<file path="config.mk">
export PLATFORM = sky130hd
export DESIGN_NAME = sbus_cond_ctl
export DESIGN_NICKNAME = d
export VERILOG_FILES = /design/src/rtl/sbus_cond_pkg.sv /design/src/rtl/sbus_cond_sync.sv /design/src/rtl/sbus_cond_line_mon.sv /design/src/rtl/sbus_cond_cmd.sv /design/src/rtl/sbus_cond_ack.sv /design/src/rtl/sbus_cond_ctl.sv
export SDC_FILE = /design/constraint.sdc
export NUM_CORES = 1
export LEC_CHECK = 0
export BUFFER_PORTS_ARGS = -buffer_cell sky130_fd_sc_hd__buf_2
export CAP_MARGIN = 20
export CORE_MARGIN = 2
export CORE_UTILIZATION = 43
export DETAILED_ROUTE_END_ITERATION = 7
export PLACE_DENSITY = 0.84
export SETUP_SLACK_MARGIN = 0.5
export SYNTH_ARGS = -nofsm -noshare
export SYNTH_HDL_FRONTEND = slang
export SYNTH_SLANG_ARGS = --single-unit
export TNS_END_PERCENT = 1
</file>
<file path="constraint.sdc">
create_clock -name clk -period 1.2 [get_ports clk]
set_clock_uncertainty 0.1 [all_clocks]
set_input_delay 0.06 -clock clk [delete_from_list [all_inputs] [get_ports clk]]
set_output_delay 0.06 -clock clk [all_outputs]
set_load 0.02 [all_outputs]
</file>
<file path="src/rtl/sbus_cond_pkg.sv">
package sbus_cond_pkg;

   localparam int unsigned CTL_W = 8;

   localparam int unsigned FLD_CMD_STOP  = 0;
   localparam int unsigned FLD_CMD_START = 1;
   localparam int unsigned FLD_SEEN_STOP = 2;
   localparam int unsigned FLD_SEEN_STRT = 3;
   localparam int unsigned FLD_ACK_PULL  = 4;
   localparam int unsigned FLD_ACK_ENA   = 5;
   localparam int unsigned FLD_ACK_SEEN  = 6;
   localparam int unsigned FLD_BUSY_ENA  = 7;

   // packed order matches the field positions above (first member = bit 7)
   typedef struct packed {
      logic busy_ena;
      logic ack_seen;
      logic ack_ena;
      logic ack_pull;
      logic seen_strt;
      logic seen_stop;
      logic cmd_start;
      logic cmd_stop;
   } ctl_reg_t;

   typedef struct packed {
      logic strt_evt;
      logic stop_evt;
      logic scl_rise;
      logic scl_fall;
      logic sda_lvl;
   } line_evt_t;

endpackage

</file>
<file path="src/rtl/sbus_cond_sync.sv">
module sbus_cond_sync #(
   parameter int unsigned STAGES  = 2,
   parameter bit          IDLE_LVL = 1'b1
) (
   input  logic clk,
   input  logic rst_n,
   input  logic d_async,
   output logic q_sync
);

   logic [STAGES-1:0] chain_q;

   generate
      if (STAGES < 2) begin : g_bad_depth
         $error("sbus_cond_sync: STAGES must be at least 2");
      end
   endgenerate

   always_ff @(posedge clk or negedge rst_n) begin
      if (!rst_n) begin
         chain_q <= {STAGES{IDLE_LVL}};
      end else begin
         chain_q <= {chain_q[STAGES-2:0], d_async};
      end
   end

   assign q_sync = chain_q[STAGES-1];

endmodule

</file>
<file path="src/rtl/sbus_cond_line_mon.sv">
module sbus_cond_line_mon
   import sbus_cond_pkg::*;
#(
   parameter int unsigned SYNC_STAGES = 2
) (
   input  logic      clk,
   input  logic      rst_n,
   input  logic      sda_in,
   input  logic      scl_in,
   output line_evt_t evt
);

   logic sda_s, scl_s;
   logic sda_d, scl_d;
   logic scl_held_hi;

   sbus_cond_sync #(.STAGES(SYNC_STAGES), .IDLE_LVL(1'b1)) u_sda_sync (
      .clk     (clk),
      .rst_n   (rst_n),
      .d_async (sda_in),
      .q_sync  (sda_s)
   );

   sbus_cond_sync #(.STAGES(SYNC_STAGES), .IDLE_LVL(1'b1)) u_scl_sync (
      .clk     (clk),
      .rst_n   (rst_n),
      .d_async (scl_in),
      .q_sync  (scl_s)
   );

   always_ff @(posedge clk or negedge rst_n) begin
      if (!rst_n) begin
         sda_d <= 1'b1;
         scl_d <= 1'b1;
      end else begin
         sda_d <= sda_s;
         scl_d <= scl_s;
      end
   end

   // clock must be high on both samples around the data edge
   assign scl_held_hi   = scl_s & scl_d;
   assign evt.strt_evt  = scl_held_hi &  sda_d & ~sda_s;
   assign evt.stop_evt  = scl_held_hi & ~sda_d &  sda_s;
   assign evt.scl_rise  = ~scl_d &  scl_s;
   assign evt.scl_fall  =  scl_d & ~scl_s;
   assign evt.sda_lvl   = sda_s;

endmodule

</file>
<file path="src/rtl/sbus_cond_cmd.sv">
module sbus_cond_cmd #(
   parameter bit LATCH_RST = 1'b1
) (
   input  logic clk,
   input  logic rst_n,
   input  logic if_en,
   input  logic wr_stb,
   input  logic wr_stop,
   input  logic wr_start,
   output logic cmd_stop_q,
   output logic cmd_start_q,
   output logic latch_q
);

   always_ff @(posedge clk or negedge rst_n) begin
      if (!rst_n) begin
         cmd_stop_q  <= 1'b0;
         cmd_start_q <= 1'b0;
         latch_q     <= LATCH_RST;
      end else begin
         // stop command outranks start command on the latch
         if (cmd_stop_q) begin
            latch_q <= 1'b1;
         end else if (cmd_start_q) begin
            latch_q <= 1'b0;
         end
         // command bits live for one cycle only
         cmd_stop_q  <= if_en & wr_stb & wr_stop;
         cmd_start_q <= if_en & wr_stb & wr_start;
      end
   end

endmodule

</file>
<file path="src/rtl/sbus_cond_ack.sv">
module sbus_cond_ack (
   input  logic clk,
   input  logic rst_n,
   input  logic if_en,
   input  logic xfer_start,
   input  logic wr_stb,
   input  logic wr_pull,
   input  logic ack_ena,
   input  logic scl_rise,
   input  logic scl_fall,
   input  logic sda_lvl,
   output logic pull_q,
   output logic seen_q
);

   logic kill;

   assign kill = ~if_en | xfer_start;

   always_ff @(posedge clk or negedge rst_n) begin
      if (!rst_n) begin
         pull_q <= 1'b0;
      end else if (kill) begin
         pull_q <= 1'b0;
      end else if (wr_stb) begin
         pull_q <= wr_pull;
      end else if (scl_fall) begin
         pull_q <= 1'b0;
      end
   end

   always_ff @(posedge clk or negedge rst_n) begin
      if (!rst_n) begin
         seen_q <= 1'b0;
      end else if (kill) begin
         seen_q <= 1'b0;
      end else if (ack_ena & scl_rise & ~sda_lvl) begin
         seen_q <= 1'b1;
      end
   end

endmodule

</file>
<file path="src/rtl/sbus_cond_ctl.sv">
module sbus_cond_ctl
   import sbus_cond_pkg::*;
#(
   parameter int unsigned SYNC_STAGES = 2,
   parameter bit          LATCH_RST   = 1'b1
) (
   input  logic             clk,
   input  logic             rst_n,
   input  logic             if_en,
   input  logic             xfer_start,
   input  logic             addr_miss,
   input  logic             wr_en,
   input  logic [CTL_W-1:0] wr_data,
   output logic [CTL_W-1:0] rd_data,
   input  logic             sda_in,
   input  logic             scl_in,
   output logic             sda_latch,
   output logic             ack_pull,
   output logic             sda_drive_low
);

   generate
      if (SYNC_STAGES < 2) begin : g_bad_sync
         $error("sbus_cond_ctl: SYNC_STAGES must be at least 2");
      end
      if (CTL_W != 8) begin : g_bad_width
         $error("sbus_cond_ctl: field map assumes an 8-bit register");
      end
   endgenerate

   line_evt_t evt;
   ctl_reg_t  view;
   logic      cmd_stop_q, cmd_start_q;
   logic      pull_q, ack_seen_q;
   logic      seen_stop_q, seen_strt_q;
   logic      ack_ena_q, busy_ena_q;
   logic      flag_kill;

   sbus_cond_line_mon #(.SYNC_STAGES(SYNC_STAGES)) u_mon (
      .clk    (clk),
      .rst_n  (rst_n),
      .sda_in (sda_in),
      .scl_in (scl_in),
      .evt    (evt)
   );

   sbus_cond_cmd #(.LATCH_RST(LATCH_RST)) u_cmd (
      .clk         (clk),
      .rst_n       (rst_n),
      .if_en       (if_en),
      .wr_stb      (wr_en),
      .wr_stop     (wr_data[FLD_CMD_STOP]),
      .wr_start    (wr_data[FLD_CMD_START]),
      .cmd_stop_q  (cmd_stop_q),
      .cmd_start_q (cmd_start_q),
      .latch_q     (sda_latch)
   );

   sbus_cond_ack u_ack (
      .clk        (clk),
      .rst_n      (rst_n),
      .if_en      (if_en),
      .xfer_start (xfer_start),
      .wr_stb     (wr_en),
      .wr_pull    (wr_data[FLD_ACK_PULL]),
      .ack_ena    (ack_ena_q),
      .scl_rise   (evt.scl_rise),
      .scl_fall   (evt.scl_fall),
      .sda_lvl    (evt.sda_lvl),
      .pull_q     (pull_q),
      .seen_q     (ack_seen_q)
   );

   assign flag_kill = ~if_en | xfer_start;

   // stop-seen flag: an address miss also clears it
   always_ff @(posedge clk or negedge rst_n) begin
      if (!rst_n) begin
         seen_stop_q <= 1'b0;
      end else if (flag_kill | addr_miss) begin
         seen_stop_q <= 1'b0;
      end else if (evt.stop_evt) begin
         seen_stop_q <= 1'b1;
      end
   end

   // start-seen flag: a stop wins over a simultaneous start
   always_ff @(posedge clk or negedge rst_n) begin
      if (!rst_n) begin
         seen_strt_q <= 1'b0;
      end else if (flag_kill | evt.stop_evt) begin
         seen_strt_q <= 1'b0;
      end else if (evt.strt_evt) begin
         seen_strt_q <= 1'b1;
      end
   end

   // plain storage bits
   always_ff @(posedge clk or negedge rst_n) begin
      if (!rst_n) begin
         ack_ena_q  <= 1'b0;
         busy_ena_q <= 1'b0;
      end else if (wr_en) begin
         ack_ena_q  <= wr_data[FLD_ACK_ENA];
         busy_ena_q <= wr_data[FLD_BUSY_ENA];
      end
   end

   always_comb begin
      view.cmd_stop  = cmd_stop_q;
      view.cmd_start = cmd_start_q;
      view.seen_stop = seen_stop_q;
      view.seen_strt = seen_strt_q;
      view.ack_pull  = pull_q;
      view.ack_ena   = ack_ena_q;
      view.ack_seen  = ack_seen_q;
      view.busy_ena  = busy_ena_q;
   end

   assign rd_data       = view;
   assign ack_pull      = pull_q;
   assign sda_drive_low = ~sda_latch | pull_q;

endmodule

</file>
Word level (Yosys, flattened, before mapping). Index checks and enable logic that the tools add are counted.

Output and inout port bits: 11. Word-level logic and storage cells: 51. Bits of input ports: 16. Bits in registers: 15.

Bitwise logic cells: 22. Reduce and logical (&&, ||, !) cells: 5. Muxes and demuxes: 11.

Operator list (number): 1-bit AND (12); 1-bit two-way mux (11); 2-bit nonzero test (4); 1-bit NOT (6); 1-bit OR (4); 3-bit nonzero test (1).

Logic depth before layout (Yosys ltp). Gate-level depths: netlist (run 1).

Depth after elaboration: 6. Gate-level depth with buffers: 3. Gate-level depth less buffers: 3.

Cells and area by module. Synthesis (run 1) repeated with hierarchy kept, for this count alone.

Cells, all modules: 47. Area total of the unflattened synthesis: 625.6 µm².

By module, submodules not included: sbus_cond_ctl (area each 237.7 µm², times used 1, sequential area each 100.1 µm², cells an instance 20); sbus_cond_sync (area each 52.6 µm², times used 2, sequential area each 52.6 µm², cells an instance 2); sbus_cond_cmd (area each 100.1 µm², times used 1, sequential area each 76.3 µm², cells an instance 7); sbus_cond_line_mon (area each 92.6 µm², times used 1, sequential area each 52.6 µm², cells an instance 7); sbus_cond_ack (area each 90.1 µm², times used 1, sequential area each 50.0 µm², cells an instance 9).

Worst setup path after synthesis (run 1). Ideal clock, no wire load.

Path kind: flip-flop to flip-flop. From: reg u_mon.u_sda_sync.chain_q[1]. To: reg u_ack.seen_q. Setup slack: 0.124 ns. Data required time: 0.978 ns. Arrival time: 0.854 ns. Setup time: 0.122 ns. Cell stages (with the launch flop): 4. Path buffers: 0. Clock period less this slack: 1.076 ns. Cell sequence: dfstp_2 -> and4bb_2 -> nor2_1 -> nor2_1.

Longest elaborated chain between the ends: 3.

Ends and longest elaborated chain: start, declared (RTL line sbus_cond_sync.sv:11) `logic [STAGES-1:0] chain_q;`; start signal, assigned (RTL line sbus_cond_sync.sv:21) `chain_q <= {STAGES{IDLE_LVL}};`; start signal, assigned (RTL line sbus_cond_sync.sv:23) `chain_q <= {chain_q[STAGES-2:0], d_async};`; 1-bit NOT (RTL line sbus_cond_ack.sv:37) `end else if (ack_ena & scl_rise & ~sda_lvl) begin`; 1-bit AND (RTL line sbus_cond_ack.sv:37); 2-bit nonzero test (no source line); end signal, assigned (RTL line sbus_cond_ack.sv:34) `seen_q <= 1'b0;`; end signal, assigned (RTL line sbus_cond_ack.sv:36) `seen_q <= 1'b0;`; end signal, assigned (RTL line sbus_cond_ack.sv:38) `seen_q <= 1'b1;`; end, declared (RTL line sbus_cond_ack.sv:13) `output logic seen_q`.

No other way between the ends. A chain may end at the register's enable or synchronous reset.

Worst setup path after layout (run 1).
From: reg u_cmd.latch_q. To: out sda_drive_low.

Longest elaborated chain between the ends: 2.

Ends and longest elaborated chain: start, declared (RTL line sbus_cond_cmd.sv:12) `output logic latch_q`; start signal, assigned (RTL line sbus_cond_cmd.sv:19) `latch_q <= LATCH_RST;`; start signal, assigned (RTL line sbus_cond_cmd.sv:23) `latch_q <= 1'b1;`; start signal, assigned (RTL line sbus_cond_cmd.sv:25) `latch_q <= 1'b0;`; 1-bit NOT (RTL line sbus_cond_ctl.sv:122) `assign sda_drive_low = ~sda_latch | pull_q;`; 1-bit OR (RTL line sbus_cond_ctl.sv:122); end, declared (RTL line sbus_cond_ctl.sv:19) `output logic sda_drive_low`.

No other way between the ends.

==> results of run 1 <==
synth_stat cells:
| master | count | area (µm²) |
|---|---|---|
| nand2b_1 | 3 | 18.8 |
| and3_1 | 2 | 12.5 |
| nor3_2 | 1 | 10.0 |
| inv_1 | 1 | 3.75 |
| o21ai_1 | 1 | 5.00 |
| and3b_1 | 1 | 8.76 |
| mux2_2 | 2 | 22.5 |
| buf_4 | 8 | 60.1 |
| and4bb_2 | 1 | 12.5 |
| dfstp_2 | 7 | 184 |
| a21o_1 | 1 | 7.51 |
| nor2_1 | 2 | 7.51 |
| a21oi_1 | 2 | 10.0 |
| nand3b_1 | 1 | 7.51 |
| dfrtp_1 | 8 | 200 |
| nand2_1 | 2 | 7.51 |
| o21ba_1 | 1 | 10.0 |
| nand3_1 | 1 | 5.00 |
repair_timing:
item	4_1_cts	5_1_grt
setup endpoints to repair	20	20
hold endpoints to repair	23	6
gates resized for setup	2	15
pin swaps	0	4
worst max-delay path, delay by kind of cell (launching register included):
| family | cells | cell delay [ns] |
|---|---|---|
| AND/OR/NAND/NOR | 1 | 0.07 |
| flip-flops | 1 | 0.55 |
| buffers and inverters | 1 | 0.13 |
metal layers:
metal | part of all wire | routed length, µm
met2 | 0.51 | 503
met3 | 0.073 | 72
met1 | 0.42 | 414
met4 | 0 | 0
met5 | 0 | 0
cell families (layout without fill, tap and decap cells):
logic type	count (synthesis)	after routing	synth area share
flip-flops	15	15	0.648
AND/OR/NAND/NOR	14	14	0.152
buffers and inverters	9	31	0.108
AO/OA/AOI/OAI	5	5	0.0549
multiplexers	2	2	0.0380
metrics by stage:
step / util / area, µm² / hold slack, ns / setup TNS (ns)
CTS: 0.561 / 729 / -0.171 / 0
finish: 0.597 / 777 / -0.163 / 0
detailed placement: 0.513 / 667 / -0.129 / 0
global route: 0.597 / 777 / -0.170 / -0.0531
global placement: 0.513 / 667 / -0.132 / 0
floorplan: - / 593 / -0.336 / 0
final timing paths:
check,from,end,depth (start not counted)
max in group asynchronous,rst_n,u_mon.u_scl_sync.chain_q[0]$_DFF_PN1_,2
min in group asynchronous,rst_n,seen_strt_q$_DFFE_PN0P_,2
setup / recovery,u_cmd.latch_q$_DFFE_PN1P_,sda_drive_low,2
hold reg to reg,u_mon.u_sda_sync.chain_q[0]$_DFF_PN1_,u_mon.u_sda_sync.chain_q[1]$_DFF_PN1_,0
hold / removal,addr_miss,seen_stop_q$_DFFE_PN0P_,2
setup reg to reg,u_mon.u_sda_sync.chain_q[1]$_DFF_PN1_,seen_strt_q$_DFFE_PN0P_,3
report_power, final:
group	internal (mW)	leakage, nW	switching, mW
Combinational	0.0783	0.193	0.0694
Clock	0.129	0.0150	0.144
Sequential	0.545	0.179	0.0205
Total	0.752	0.387	0.234
cell type report:
cell class / count / area [µm²] / share of cell area
Multi-Input combinational cell: 21 / 155 / 0.200
Tap cell: 15 / 18.8 / 0.0242
Inverter: 1 / 3.75 / 0.00483
Sequential cell: 15 / 384 / 0.494
Clock buffer: 4 / 26.3 / 0.0338
Timing Repair Buffer: 26 / 189 / 0.243
==> metrics.cfg, run 1 <==
[drt]
vias=388
vias_per_cell=4.73
firstDrtPassIters=4
first_iter_violations=10
drtAntennaViolNets=0
wl_um=990
wl_per_cell_um=12.1
drc_errors=0

[synthesis]
synthCells=45
avgSynthCellArea_um2=13.2
synth-seq-area-share=0.648
synth_nets=61
synth_cell_types=18
ys_warn_count=0
ys_ff_latch=15
syn_area_um2=593

[sta]
holdWs_ns=-0.163
period_needed_ns=1.18
fmaxAchievable_mhz=847
post-route-period-util=0.983
drv_slew=0
hold_viol_final=6
setup_ws_ns=0.0200
max_slew_margin=0.789
tightest_slew_ns=0.317
rsz0062_at_grt=true
final-setup-viol-count=0

[power_and_ir_drop]
p_total_mw=0.986
p_leak_nw=0.387
vdd_drop_max_uv=688
power_density_mw_per_mm2=1270

[setup_path]
crit_required_ns=1.04
startpoint_type=flop
crit_type=flop to output port
slowest_delay_ns=0.55
cp_slowest_cell=dfstp_2
cp_data_arrival_time_ns=1.02
path_cells=nand2b_1 > buf_6
r2r_slack_ns=0.05
critPathMaxFanout=3
cp-end-kind=output port

[clock_network]
ctsLongestPathBuffers=2
clk_latency_ns=0.27
postCtsSetupBuffers=0
cts_tree=yes
cts_made_buffers=3
clock_sinks=15
cts.htree.levels=1
clk_pin_slew_worst_paths_ns=0.08
postCtsHoldBufs=3
cts_root_buf=clkbuf_4

[global_routing]
grtUsageMet3=0.0489
grt.busiest_layer=met2
antenna_found_initial=0
grt_max_degree=16
met2_usage=0.211
grt_usage=0.135
grt_util_met1=0.172
gr-total-overflow=0
grt_pass1_vias=348
grt_pass1_wl_mm=1.38

[layout]
layout-area-overhead-vs-synth_pct=31.0
layout-drive-gt1-share=0.567
mostFrequentLayoutCell=buf_2
fillers=130
nets=84
layout_common_cells=buf_2, dfrtp_1, buf_6, dfstp_2
largestRegisters=u_mon.u_scl_sync.chain_q (2), u_mon.u_sda_sync.chain_q (2)
stdcell_count=82
antenna_cells=0

[run_status]
violations=hold timing
outcome=finished, violations left

[flow_run]
maxCapViolCount=0

[min_path]
hp-class=input pin to flop

[floorplan]
die_h_um=41.1
rows=13
start_util=0.456
ios=27
coreArea_mm2=0.00130
die_x_um=41.1
die_area_mm2=0.00169

[placed_design]
post-place-cells=75
portBuffers=23
dp_slack_ns=0.0690
dpl.hpwl_um=718
gp_congestion=0.731

No activity file was read; power rests on OpenSTA's default activity.
==> inputs of run 2 (changes only) <==
--- a/config.mk
+++ b/config.mk
@@ -6,13 +6,13 @@
 export NUM_CORES = 1
 export LEC_CHECK = 0
 export BUFFER_PORTS_ARGS = -buffer_cell sky130_fd_sc_hd__buf_2
-export CAP_MARGIN = 20
 export CORE_MARGIN = 2
-export CORE_UTILIZATION = 43
+export CORE_UTILIZATION = 44
 export DETAILED_ROUTE_END_ITERATION = 7
-export PLACE_DENSITY = 0.84
+export PLACE_DENSITY = 0.85
 export SETUP_SLACK_MARGIN = 0.5
 export SYNTH_ARGS = -nofsm -noshare
 export SYNTH_HDL_FRONTEND = slang
+export SYNTH_HIERARCHICAL = 1
 export SYNTH_SLANG_ARGS = --single-unit
-export TNS_END_PERCENT = 1
+export TNS_END_PERCENT = 10
==> run 2 against run 1 <==
Compared with the run above: the flow finishes with violations (hold timing, setup timing); wire length increased by 7.5%; global-route usage up 1.8 points; total power rose by 2.3%; combinational power up 11%; first-iteration DRC count shrank 100%; critical path depth increased by 1; clock-buffer cell count unchanged.
==> metrics.cfg, run 2 <==
[sta]
max_slew_margin=0.792  ; +0.00296
holdWs_ns=-0.167  ; -0.00340 ns
period_needed_ns=1.29  ; +0.108 ns
rsz0062_at_grt=true
fmaxAchievable_mhz=776  ; -8.4%
final-setup-viol-count=1  ; +1
drv_slew=0  ; unchanged
post-route-period-util=1.07  ; +0.0902
tightest_slew_ns=0.312  ; -0.00444 ns
fin_tns_setup_ns=-0.0883  ; -0.0883 ns
hold_viol_final=8  ; +2
setup_ws_ns=-0.0883  ; -0.108 ns

[synthesis]
synthCells=47  ; +4.4%
synthArstFlopShare=1.00  ; unchanged
synth_top_family_by_area=simple AND/OR/NAND/NOR gates
synth_edf_count=0  ; unchanged
synth_nets=63  ; +3.3%
synth_compound_area_frac=0.0280  ; -0.0269
synth-seq-area-share=0.614  ; -0.0337
synth_most_common_cell=buf_4
syn_area_um2=626  ; +5.5%
synthFlopType=dfrtp_1
ys_warn_count=6  ; +6
synth_cell_types=17  ; -1
synth_xor_area_frac=0  ; unchanged
synthSimpleGateAreaFrac=0.190  ; +0.0381
ys_ff_latch=15  ; unchanged
avgSynthCellArea_um2=13.3  ; +1.0%
synth_common_cells=buf_4, dfrtp_1, dfstp_2
synth_top_cell_by_area=dfrtp_1
synth_mux_area_frac=0.0480  ; +0.0100
synth_area_leaders=dfrtp_1, dfstp_2, buf_4
synth_top_area_share=0.320  ; -0.0176
synth_adder_area_share=0  ; unchanged

[min_path]
min-delay-start=addr_miss
holdPathEnd=seen_stop_q$_DFFE_PN0P_
holdPathStages=2  ; unchanged
hp-class=input pin to flop

[clock_network]
cts.htree.levels=1  ; unchanged
ctsLongestPathBuffers=2  ; unchanged
cts_root_buf=clkbuf_4
postCtsHoldBufs=3  ; unchanged
clk_pin_slew_worst_paths_ns=0.08  ; about the same
cts_made_buffers=3  ; unchanged
clock_sinks=15  ; unchanged
cts_tree=yes
clk_latency_ns=0.27  ; about the same

[power_and_ir_drop]
p_leak_nw=0.402  ; +3.9%
power.switching_mw=0.244  ; +4.2%
clkPwrFrac=0.276  ; about the same
power.internal_mw=0.765  ; +1.8%
swShare=0.242  ; +0.00436
vdd_drop_max_uv=618  ; -10%
pwr-share-seq=0.561  ; -0.012
power_density_mw_per_mm2=1220  ; -4.0%
combPwrFrac=0.164  ; +0.014

[global_routing]
grt_usage=0.153  ; +0.0176
grt_pass1_wl_mm=1.87  ; +35%
grt_max_degree=16  ; unchanged
grt_util_met1=0.157  ; -0.0147
met2_usage=0.263  ; +0.0516
antenna_found_initial=0  ; unchanged
grt_pass1_vias=445  ; +28%
grtUsageMet3=0.0522  ; +0.00326
gr-total-overflow=0  ; unchanged
grt.busiest_layer=met2

[placed_design]
gp_congestion=0.717  ; -1.9%
dpl.hpwl_um=697  ; -2.9%
portBuffers=23  ; unchanged

[setup_path]
slowest_delay_ns=0.56  ; about the same
r2r_start=u_mon/u_scl_sync/chain_q[1]$_DFF_PN1_
cp_data_arrival_time_ns=1.40  ; +0.38 ns
reg2regPathDepth=3  ; unchanged
r2r_slack_ns=-0.09  ; -0.14 ns
crit_family=flip-flops
cp-end-kind=flop
startpoint_type=flop
cp_slowest_cell=dfstp_2
path_cells=nor2b_1 > or3b_1 > a21oi_2
path_buf_inv=0  ; -1
crit_type=flop to flop
crit_required_ns=1.31  ; +0.27 ns
critPathMaxFanout=4  ; +1
r2r-end=u_ack/pull_q$_DFFE_PN0P_

[floorplan]
ios=27  ; unchanged
die_h_um=41.7  ; +1.4%
die_x_um=41.7  ; +1.4%
die_area_mm2=0.00174  ; +2.8%
coreArea_mm2=0.00132  ; +1.2%
rows=13  ; unchanged
start_util=0.475  ; +0.0191

[layout]
layout-drive-gt1-share=0.580  ; +0.0125
mostFrequentLayoutCell=buf_2
largestRegisters=u_mon/u_scl_sync/chain_q (2), u_mon/u_sda_sync/chain_q (2)
layout-area-overhead-vs-synth_pct=32.4
fillers=104  ; -20%
layout_common_cells=buf_2, buf_6, dfrtp_1
nets=86  ; +2.4%
antenna_cells=0  ; unchanged

[run_status]
violations=hold timing, setup timing
outcome=finished, violations left

[drt]
wl_per_cell_um=12.7  ; +4.9%
first_iter_violations=0  ; -10
wl_mm=1.06  ; +7.5%
firstDrtPassIters=1  ; -3
drtAntennaViolNets=0  ; unchanged
vias_per_cell=4.87  ; +2.9%
vias=409  ; +5.4%
drc_errors=0  ; unchanged

[flow_run]
maxCapViolCount=0  ; unchanged

## run 2: worst reg2reg max path, cell delays in order (launching register included)
cell	delay, ns
dfstp_2	0.56
nor2b_1	0.05
or3b_1	0.38
a21oi_2	0.14
## run 2: cell families after synthesis
family | count (synthesis)
AND/OR/NAND/NOR | 16
flip-flops | 15
buffers and inverters | 11
AO/OA/AOI/OAI | 3
multiplexers | 2
## run 2: routing by layer
layer	part of all wire	routed length [µm]
met5	0	0
met4	0.010	11
met3	0.056	60
met2	0.55	584
met1	0.38	407
## run 2: worst max-delay path by stage
stage,startpoint,endpoint,slack [ns],cells after the start
2_1_floorplan,u_mon/u_scl_sync/chain_q[1]$_DFF_PN1_,u_ack/pull_q$_DFFE_PN0P_,0.02,3
3_3_place_gp,u_mon/u_scl_sync/chain_q[1]$_DFF_PN1_,u_ack/pull_q$_DFFE_PN0P_,0.006,3
3_5_place_dp,u_mon/u_scl_sync/chain_q[1]$_DFF_PN1_,u_ack/pull_q$_DFFE_PN0P_,-0.03,3
4_1_cts,u_mon/u_scl_sync/chain_q[1]$_DFF_PN1_,u_ack/pull_q$_DFFE_PN0P_,-0.08,3
5_1_grt,u_mon/u_scl_sync/chain_q[1]$_DFF_PN1_,u_ack/pull_q$_DFFE_PN0P_,-0.12,3
6_report,u_mon/u_scl_sync/chain_q[1]$_DFF_PN1_,u_ack/pull_q$_DFFE_PN0P_,-0.09,3
## run 2: final cells by class
cell class,count,area (µm²),share of cell area
clock buffer,4,26.3,0.0317
inverter,2,7.51,0.00906
timing repair buffer,27,221,0.267
multi-input combinational,21,170,0.205
tap,15,18.8,0.0227
sequential,15,384,0.464
## run 2: power groups by stage
stage               clock network (mW)  registers, mW  logic [mW]
floorplan                            0          0.576      0.0773
global placement                     0          0.569       0.123
detailed placement                   0          0.570       0.126
CTS                              0.289          0.565       0.160
global route                     0.321          0.571       0.177
finish                           0.278          0.566       0.165
## run 2: stage by stage
| step | power [mW] | utilization | setup WS (ns) | cells | area, µm² |
|---|---|---|---|---|---|
| finish | 1.01 | 0.629 | -0.0883 | 84 | 828 |
| global route | 1.07 | 0.629 | -0.121 | 84 | 828 |
| CTS | 1.02 | 0.613 | -0.0786 | 83 | 808 |
| detailed placement | 0.696 | 0.525 | -0.0281 | 76 | 692 |
| global placement | 0.692 | 0.525 | 0.00586 | 76 | 692 |
| floorplan | 0.653 | - | 0.0189 | 47 | 626 |
## run 2: repair_timing
| item | in CTS | in global routing |
|---|---|---|
| resized for setup | 19 | 4 |
| setup endpoints to repair | 20 | 20 |
| pin swaps | 8 | 1 |
| setup buffers | 0 | 1 |
| endpoints found under the hold margin | 25 | 8 |
